<file path="src/rtl/vrs_pkg.sv">
package vrs_pkg;
  typedef enum logic [1:0] {
    OP_SUM = 2'd0,
    OP_MAX = 2'd1,
    OP_MIN = 2'd2
  } vrs_op_e;

  typedef enum logic [1:0] {
    ST_IDLE = 2'd0,
    ST_RUN  = 2'd1,
    ST_DONE = 2'd2
  } vrs_state_e;
endpackage

</file>
<file path="src/rtl/vrs_alu.sv">
module vrs_alu
  import vrs_pkg::*;
#(
  parameter int W = 32
) (
  input  logic [W-1:0] a,
  input  logic [W-1:0] b,
  input  logic [1:0]   op,
  input  logic         sgn,
  output logic [W-1:0] y
);
  logic a_gt_b;

  always_comb begin
    a_gt_b = sgn ? ($signed(a) > $signed(b)) : (a > b);
    case (op)
      OP_MAX:  y = a_gt_b ? a : b;
      OP_MIN:  y = a_gt_b ? b : a;
      default: y = a + b;
    endcase
  end
endmodule

</file>
<file path="src/rtl/vrs_lane_gate.sv">
module vrs_lane_gate
  import vrs_pkg::*;
#(
  parameter int W     = 32,
  parameter int LANES = 4,
  parameter int VLW   = 6,
  parameter int BW    = VLW + 1
) (
  input  logic [LANES-1:0][W-1:0] data,
  input  logic [LANES-1:0]        mask,
  input  logic [BW-1:0]           base,
  input  logic [VLW-1:0]          vl,
  input  logic [1:0]              op,
  input  logic                    sgn,
  output logic [LANES-1:0][W-1:0] gated
);
  localparam logic [W-1:0] MSB_ONLY = {1'b1, {(W-1){1'b0}}};

  logic [W-1:0] ident;

  // neutral element of the selected operation
  always_comb begin
    case (op)
      OP_MAX:  ident = sgn ? MSB_ONLY : '0;
      OP_MIN:  ident = sgn ? ~MSB_ONLY : '1;
      default: ident = '0;
    endcase
  end

  for (genvar j = 0; j < LANES; j++) begin : g_lane
    logic live;
    assign live     = mask[j] && ((base + BW'(j)) < BW'(vl));
    assign gated[j] = live ? data[j] : ident;
  end
endmodule

</file>
<file path="src/rtl/vrs_tree_reduce.sv">
module vrs_tree_reduce #(
  parameter int W     = 32,
  parameter int LANES = 4
) (
  input  logic [LANES-1:0][W-1:0] lanes,
  input  logic [1:0]              op,
  input  logic                    sgn,
  output logic [W-1:0]            root
);
  localparam int NODES = 2 * LANES - 1;

  // heap layout: node k combines nodes 2k+1 and 2k+2, leaves at the tail
  logic [W-1:0] node [NODES];

  for (genvar j = 0; j < LANES; j++) begin : g_leaf
    assign node[LANES-1+j] = lanes[j];
  end

  for (genvar k = 0; k < LANES - 1; k++) begin : g_inner
    vrs_alu #(.W(W)) alu_i (
      .a  (node[2*k+1]),
      .b  (node[2*k+2]),
      .op (op),
      .sgn(sgn),
      .y  (node[k])
    );
  end

  assign root = node[0];
endmodule

</file>
<file path="src/rtl/vrs_prefix_scan.sv">
module vrs_prefix_scan #(
  parameter int W     = 32,
  parameter int LANES = 4
) (
  input  logic [LANES-1:0][W-1:0] lanes,
  input  logic [W-1:0]            carry,
  input  logic [1:0]              op,
  input  logic                    sgn,
  output logic [LANES-1:0][W-1:0] pfx
);
  localparam int LV = $clog2(LANES);

  logic [W-1:0] st [LV+1][LANES];

  for (genvar j = 0; j < LANES; j++) begin : g_in
    assign st[0][j] = lanes[j];
  end

  for (genvar l = 0; l < LV; l++) begin : g_lvl
    for (genvar j = 0; j < LANES; j++) begin : g_col
      if (j >= (1 << l)) begin : g_op
        vrs_alu #(.W(W)) alu_i (
          .a  (st[l][j-(1<<l)]),
          .b  (st[l][j]),
          .op (op),
          .sgn(sgn),
          .y  (st[l+1][j])
        );
      end else begin : g_pass
        assign st[l+1][j] = st[l][j];
      end
    end
  end

  for (genvar j = 0; j < LANES; j++) begin : g_out
    vrs_alu #(.W(W)) alu_i (
      .a  (carry),
      .b  (st[LV][j]),
      .op (op),
      .sgn(sgn),
      .y  (pfx[j])
    );
  end
endmodule

</file>
<file path="src/rtl/vrs_reduce_scan.sv">
module vrs_reduce_scan
  import vrs_pkg::*;
#(
  parameter int W      = 32,
  parameter int LANES  = 4,
  parameter int MAX_VL = 16,
  parameter int VLW    = 6
) (
  input  logic               clk,
  input  logic               rst,
  input  logic               cmd_valid,
  output logic               cmd_ready,
  input  logic [1:0]         cmd_op,
  input  logic               cmd_scan,
  input  logic               cmd_tree,
  input  logic               cmd_signed,
  input  logic [W-1:0]       cmd_seed,
  input  logic [VLW-1:0]     cmd_vl,
  input  logic               in_valid,
  output logic               in_ready,
  input  logic [LANES*W-1:0] in_data,
  input  logic [LANES-1:0]   in_mask,
  output logic               scan_valid,
  output logic [LANES*W-1:0] scan_data,
  output logic               res_valid,
  input  logic               res_ready,
  output logic [W-1:0]       res_data
);
  localparam int PW = (LANES > 1) ? $clog2(LANES) : 1;
  localparam int BW = VLW + 1;
  localparam logic [VLW-1:0] VL_CAP = VLW'(MAX_VL);

  vrs_state_e st_q;
  logic [1:0]     op_q;
  logic           scan_q, tree_q, sgn_q, busy_q;
  logic [VLW-1:0] vl_q, vl_eff;
  logic [BW-1:0]  base_q;
  logic [PW-1:0]  ptr_q;
  logic [W-1:0]   acc_q;
  logic [LANES-1:0][W-1:0] lanes_in, gated, hold_q, sbuf_q, pfx, sdata_q;
  logic [W-1:0]   root, acc_tree_n, acc_seq_n;
  logic           sval_q, last_grp;

  assign lanes_in  = in_data;
  assign vl_eff    = (cmd_vl > VL_CAP) ? VL_CAP : cmd_vl;
  assign last_grp  = (base_q + BW'(LANES)) >= BW'(vl_q);

  assign cmd_ready  = (st_q == ST_IDLE);
  assign res_valid  = (st_q == ST_DONE);
  assign res_data   = acc_q;
  assign in_ready   = (st_q == ST_RUN) && (tree_q || !busy_q);
  assign scan_valid = sval_q;
  assign scan_data  = sdata_q;

  vrs_lane_gate #(.W(W), .LANES(LANES), .VLW(VLW), .BW(BW)) gate_i (
    .data (lanes_in),
    .mask (in_mask),
    .base (base_q),
    .vl   (vl_q),
    .op   (op_q),
    .sgn  (sgn_q),
    .gated(gated)
  );

  vrs_tree_reduce #(.W(W), .LANES(LANES)) tree_i (
    .lanes(gated),
    .op   (op_q),
    .sgn  (sgn_q),
    .root (root)
  );

  vrs_prefix_scan #(.W(W), .LANES(LANES)) pfx_i (
    .lanes(gated),
    .carry(acc_q),
    .op   (op_q),
    .sgn  (sgn_q),
    .pfx  (pfx)
  );

  vrs_alu #(.W(W)) fold_tree_i (
    .a(acc_q), .b(root), .op(op_q), .sgn(sgn_q), .y(acc_tree_n)
  );

  vrs_alu #(.W(W)) fold_seq_i (
    .a(acc_q), .b(hold_q[ptr_q]), .op(op_q), .sgn(sgn_q), .y(acc_seq_n)
  );

  always_ff @(posedge clk) begin
    if (rst) begin
      st_q    <= ST_IDLE;
      op_q    <= '0;
      scan_q  <= 1'b0;
      tree_q  <= 1'b0;
      sgn_q   <= 1'b0;
      vl_q    <= '0;
      base_q  <= '0;
      ptr_q   <= '0;
      busy_q  <= 1'b0;
      acc_q   <= '0;
      hold_q  <= '0;
      sbuf_q  <= '0;
      sdata_q <= '0;
      sval_q  <= 1'b0;
    end else begin
      sval_q <= 1'b0;
      case (st_q)
        ST_IDLE: begin
          if (cmd_valid) begin
            op_q   <= cmd_op;
            scan_q <= cmd_scan;
            tree_q <= cmd_tree;
            sgn_q  <= cmd_signed;
            vl_q   <= vl_eff;
            acc_q  <= cmd_seed;
            base_q <= '0;
            ptr_q  <= '0;
            busy_q <= 1'b0;
            st_q   <= (vl_eff == '0) ? ST_DONE : ST_RUN;
          end
        end
        ST_RUN: begin
          if (tree_q) begin
            if (in_valid) begin
              if (scan_q) begin
                acc_q   <= pfx[LANES-1];
                sdata_q <= pfx;
                sval_q  <= 1'b1;
              end else begin
                acc_q <= acc_tree_n;
              end
              base_q <= base_q + BW'(LANES);
              if (last_grp) st_q <= ST_DONE;
            end
          end else if (!busy_q) begin
            if (in_valid) begin
              hold_q <= gated;
              busy_q <= 1'b1;
              ptr_q  <= '0;
            end
          end else begin
            acc_q         <= acc_seq_n;
            sbuf_q[ptr_q] <= acc_seq_n;
            ptr_q         <= ptr_q + 1'b1;
            if (ptr_q == PW'(LANES - 1)) begin
              busy_q <= 1'b0;
              ptr_q  <= '0;
              base_q <= base_q + BW'(LANES);
              if (scan_q) begin
                for (int j = 0; j < LANES; j++)
                  sdata_q[j] <= (j == LANES - 1) ? acc_seq_n : sbuf_q[j];
                sval_q <= 1'b1;
              end
              if (last_grp) st_q <= ST_DONE;
            end
          end
        end
        ST_DONE: begin
          if (res_ready) st_q <= ST_IDLE;
        end
        default: st_q <= ST_IDLE;
      endcase
    end
  end
endmodule

</file>
<file path="config.mk">
export PLATFORM = sky130hd
export DESIGN_NAME = vrs_reduce_scan
export DESIGN_NICKNAME = d
export VERILOG_FILES = /design/src/rtl/vrs_pkg.sv /design/src/rtl/vrs_alu.sv /design/src/rtl/vrs_lane_gate.sv /design/src/rtl/vrs_tree_reduce.sv /design/src/rtl/vrs_prefix_scan.sv /design/src/rtl/vrs_reduce_scan.sv
export SDC_FILE = /design/constraint.sdc
export NUM_CORES = 2
export LEC_CHECK = 0
export BUFFER_PORTS_ARGS = -buffer_cell sky130_fd_sc_hd__clkbuf_2
export CAP_MARGIN = 25
export CORE_ASPECT_RATIO = 1.5
export CORE_MARGIN = 1.5
export CORE_UTILIZATION = 35
export DETAILED_ROUTE_END_ITERATION = 7
export PLACE_DENSITY = 0.57
export SLEW_MARGIN = 0
export SYNTH_ARGS = -nofsm -noshare
export SYNTH_HDL_FRONTEND = slang
export SYNTH_SLANG_ARGS = --single-unit
</file>
<file path="constraint.sdc">
create_clock -name clk -period 18.8 [get_ports clk]
set_clock_uncertainty 0.2 [all_clocks]
set_input_delay 4.7 -clock clk [delete_from_list [all_inputs] [get_ports clk]]
set_output_delay 4.7 -clock clk [all_outputs]
set_load 0.01 [all_outputs]
</file>
==> Flow_metrics.wiki <==
{| class="wikitable"
! Metric !! Value
|-
| Count of pins on the block boundary || 344
|-
| First-pass GRT wire length || 443000 um
|-
| Power density over the cells || between 200 and 250 nW/um^2
|-
| Critical path data required time || 19.12 ns
|-
| Vias per Instance || around 6.5
|-
| Leading cell types by total area after synthesis || ha_1 17%, dfxtp_1 16%, a21oi_1 8.7%
|-
| Largest stage delay on the critical path || roughly 1 ns
|-
| Floorplan die width || about 310 um
|-
| Cell with the largest stage delay on the worst path || a221oi_1
|-
| Number of enable-type register cells in the synthesized netlist || 0
|-
| WL per Instance || around 35 um
|-
| Post-Syn Instances || between 6000 and 7000
|-
| Synthesized netlist net count || a little under 8000
|-
| Number of optimization iterations in the first detailed-route pass || 8
|-
| Fin crit period || roughly 18 ns
|-
| Final-layout fill cell count || approximately 15000
|-
| Peak fanout along the critical path || 22
|-
| CTS Root Cell || clkbuf_16
|-
| WL met3 || 33200 um
|-
| Crit Path Category || in2reg
|-
| Clock transition at path regs || approximately 0.07 ns
|-
| Vias || 59871
|-
| Launching element of the worst setup path || in_mask[2]
|-
| Terminus of the critical flop-to-flop path || res_data[11]
|-
| Source of the worst register-to-register timing path || vl_q[2]
|-
| Post-route DRC || 9
|-
| CTS sink cnt || between 400 and 500
|-
| Setup-failing EPs final || 0
|-
| Total track usage || 44.1%
|-
| Failing checks || design-rule violations
|-
| Max capacitance violation total || 0
|-
| Synth Cell Area || approximately 50000 um^2
|-
| Post-synthesis cell type with the largest combined area || ha_1
|-
| Register-to-Register Setup Slack || 3.23 ns
|-
| Endpoint kind of the worst setup timing path || flop
|-
| Metal-1 WL || approximately 120000 um
|-
| Peak ir drop on the vdd network || around 0.11 mV
|-
| DRC marker count from the first detailed-route iteration || 8531
|-
| Setup repair after global routing missed its margin || false
|-
| Post-place instance area || roughly 56000 um^2
|-
| Maximum level of the CTS H-tree || 2
|-
| Setup bufs post-CTS || 0
|-
| Antenna violations before repair || 21
|-
| Std-Cell Core Area || between 100000 and 150000 um^2
|-
| Worst skew pair latency || between 0.6 and 0.7 ns
|-
| Final non-filler cell area || between 50000 and 60000 um^2
|-
| Flip-flop and latch count after synthesis || ~410
|-
| Total wirelength of the detailed-routed design || 329000 um
|-
| Async set-reset flop share out of synthesis || 0%
|-
| Main flop type after synthesis || dfxtp_1
|-
| Final nets || around 8200
|-
| I/O Buffers || approximately 340
|-
| Proportion of synthesized chip area in sequential cells || between 10% and 20%
|-
| Most common library cell in the layout ignoring fill and taps || a21oi_1
|-
| DIE HEIGHT || ~460 um
|-
| Proportion of layout cells with a drive suffix above 1 || between 10% and 20%
|-
| Actual slew at the worst max-slew pin || roughly 1.3 ns
|-
| Final TNS setup || 0 ns
|-
| Effective utilization at floorplan || 35.3%
|-
| Number of global-route vias before repair || between 50000 and 60000
|-
| Detailed-routed wire length on met2 || between 100000 and 150000 um
|-
| Floorplan row count || roughly 170
|-
| TritonCTS buffer count || 45
|-
| Highest metal layer with signal wires || met5
|-
| Critical Path Source Type || input port
|-
| Worst-case hold slack || ~0.25 ns
|-
| Cell variety after synth || 95
|-
| PostCTS Resize Cnt || 0
|-
| Global placement routability congestion || ~1.1
|-
| Die Outline Area || about 140000 um^2
|-
| Clock tree from TritonCTS || done
|-
| Maximum clock frequency || 54.4 MHz
|-
| Total count of hold-check failures in the final report || 0
|-
| Post-route ant nets || 0
|-
| Commonest cells after routing, fill and taps aside || 841 x a21oi_1, 649 x ha_1, 641 x nand2_1
|-
| Leakage power summed over all cells || roughly 26 nW
|-
| Fin. max-slew vios || 0
|-
| Count of cells along the worst register-to-register path || 52
|-
| Share of the synthesized area in the top cell type || between 10% and 20%
|-
| Slew Limit Headroom || 13.0%
|-
| Data arrival time of the critical path || roughly 19 ns
|-
| Sum of overflow across all layers after global routing || 0
|-
| Area Overhead vs Synth || 17.4%
|-
| Critical Path Sink || res_data[11]
|-
| Final Total Pwr || 12.9 mW
|-
| Fraction of the cycle the final worst path needs || 97.8%
|-
| Buffer levels on the longest clock path || 3
|-
| Hold Crit Class || reg2reg
|-
| Dpl hpwl || approximately 260000 um
|-
| Mean instance size in the synthesized netlist || 7.18 um^2
|-
| Number of hold buffers added after CTS || 0
|-
| Run status || finished, violations left
|-
| Maximum number of pins on one net before global-route repair || 132
|-
| Count of warnings emitted by yosys || 0
|}
[how the worst min path moves through the flow]
stage          cells after the start  slack, ns            from        endpoint
6_report                           2       0.25      sbuf_q[35]      sbuf_q[35]
5_1_grt                            2       0.27      sbuf_q[37]      sbuf_q[37]
4_1_cts                            2       0.25  scan_data[116]  scan_data[116]
3_5_place_dp                       1       0.24    scan_data[9]    scan_data[9]
3_3_place_gp                       2       0.24      sbuf_q[43]      sbuf_q[43]
2_1_floorplan                      2       0.23      sbuf_q[35]      sbuf_q[35]
[critical path, delay by kind of cell]
kind | cells | cell delay (ns)
adder cells (fa/ha/maj) | 3 | 1.25
AND/OR/NAND/NOR | 15 | 4.54
multiplexers | 1 | 0.34
AO/OA/AOI/OAI | 21 | 6.00
buffers and inverters | 8 | 1.81
[per-layer routing]
metal | up-vias | global-route usage [%]
li1 | 26034 | -
met4 | 12 | 42.4
met3 | 1130 | 9.29
met2 | 4072 | 65.1
met1 | 28623 | 52.2
met5 | - | 0
[cell families (layout without fill, tap and decap cells)]
kind of cell / Yosys count / count (layout) / share of synthesized area (%)
mux: 114 / 114 / 3.22
compound gates: 2572 / 2572 / 33.8
fa+ha+maj: 661 / 661 / 16.9
xor+xnor: 261 / 261 / 4.63
buf+inv: 935 / 1458 / 7.15
flops: 406 / 406 / 16.5
other cells: 0 / 9 / 0
simple gates: 1923 / 1923 / 17.8
[synth_stat cells (16+ instances only)]
master / n
and2_1: 35
a211oi_1: 202
dfxtp_1: 406
and3_1: 61
buf_1: 55
o21a_1: 66
a31oi_1: 68
a21o_1: 147
a22o_1: 22
nor3_1: 128
clkbuf_1: 393
o22ai_1: 38
nand3_1: 119
a221oi_1: 129
or4_1: 18
a21oi_1: 859
o311ai_0: 21
xor2_1: 80
a311oi_1: 18
mux2i_1: 55
mux2_2: 26
ha_1: 651
o21ai_0: 446
inv_1: 474
a21boi_0: 22
o221ai_1: 48
o211ai_1: 71
or3_1: 38
nand2b_1: 70
nand2_1: 642
o31ai_1: 43
o21bai_1: 71
mux4_2: 33
a2111oi_0: 16
a22oi_1: 38
nor2_1: 592
nor2b_1: 60
nand4_1: 36
xnor2_1: 181
nor4_1: 48
or2_2: 21
a222oi_1: 22
a221o_1: 39
[report_power, final]
group          switching, mW  internal (mW)  leakage (nW)  total (mW)
clock network          0.456          0.558         0.779        1.01
registers              0.104          0.949          3.29        1.05
logic                   7.15           3.70          22.0        10.9
[registers in the layout, indices dropped and copies added (netlist names)]
register / flops
hold_q: 128
scan_data: 128
sbuf_q: 96
res_data: 32
vl_q: 6
base_q: 5
op_q: 2
ptr_q: 2
st_q: 2
busy_q: 1
scan_q: 1
scan_valid: 1
sgn_q: 1
tree_q: 1
[through the flow]
step	cells	setup WS [ns]	util [%]
2_1_floorplan	6872	2.26	-
3_3_place_gp	9167	0.0683	40.1
3_5_place_dp	9174	0.0704	40.2
4_1_cts	9258	0.691	41.3
5_1_grt	9267	0.0181	41.4
6_report	9274	0.417	41.4
[final cells by class]
cell class	instances	area, um^2	share of cell area [%]
clock inverter	24	319	0.551
inverter	478	1800	3.11
timing repair buffer	896	6040	10.4
sequential	406	8140	14.1
clock buffer	60	1280	2.22
multi-input combinational	5531	38000	65.6
antenna	9	22.5	0.0389
tap	1870	2340	4.04
Note: power is estimated with default switching activity, not from simulation.
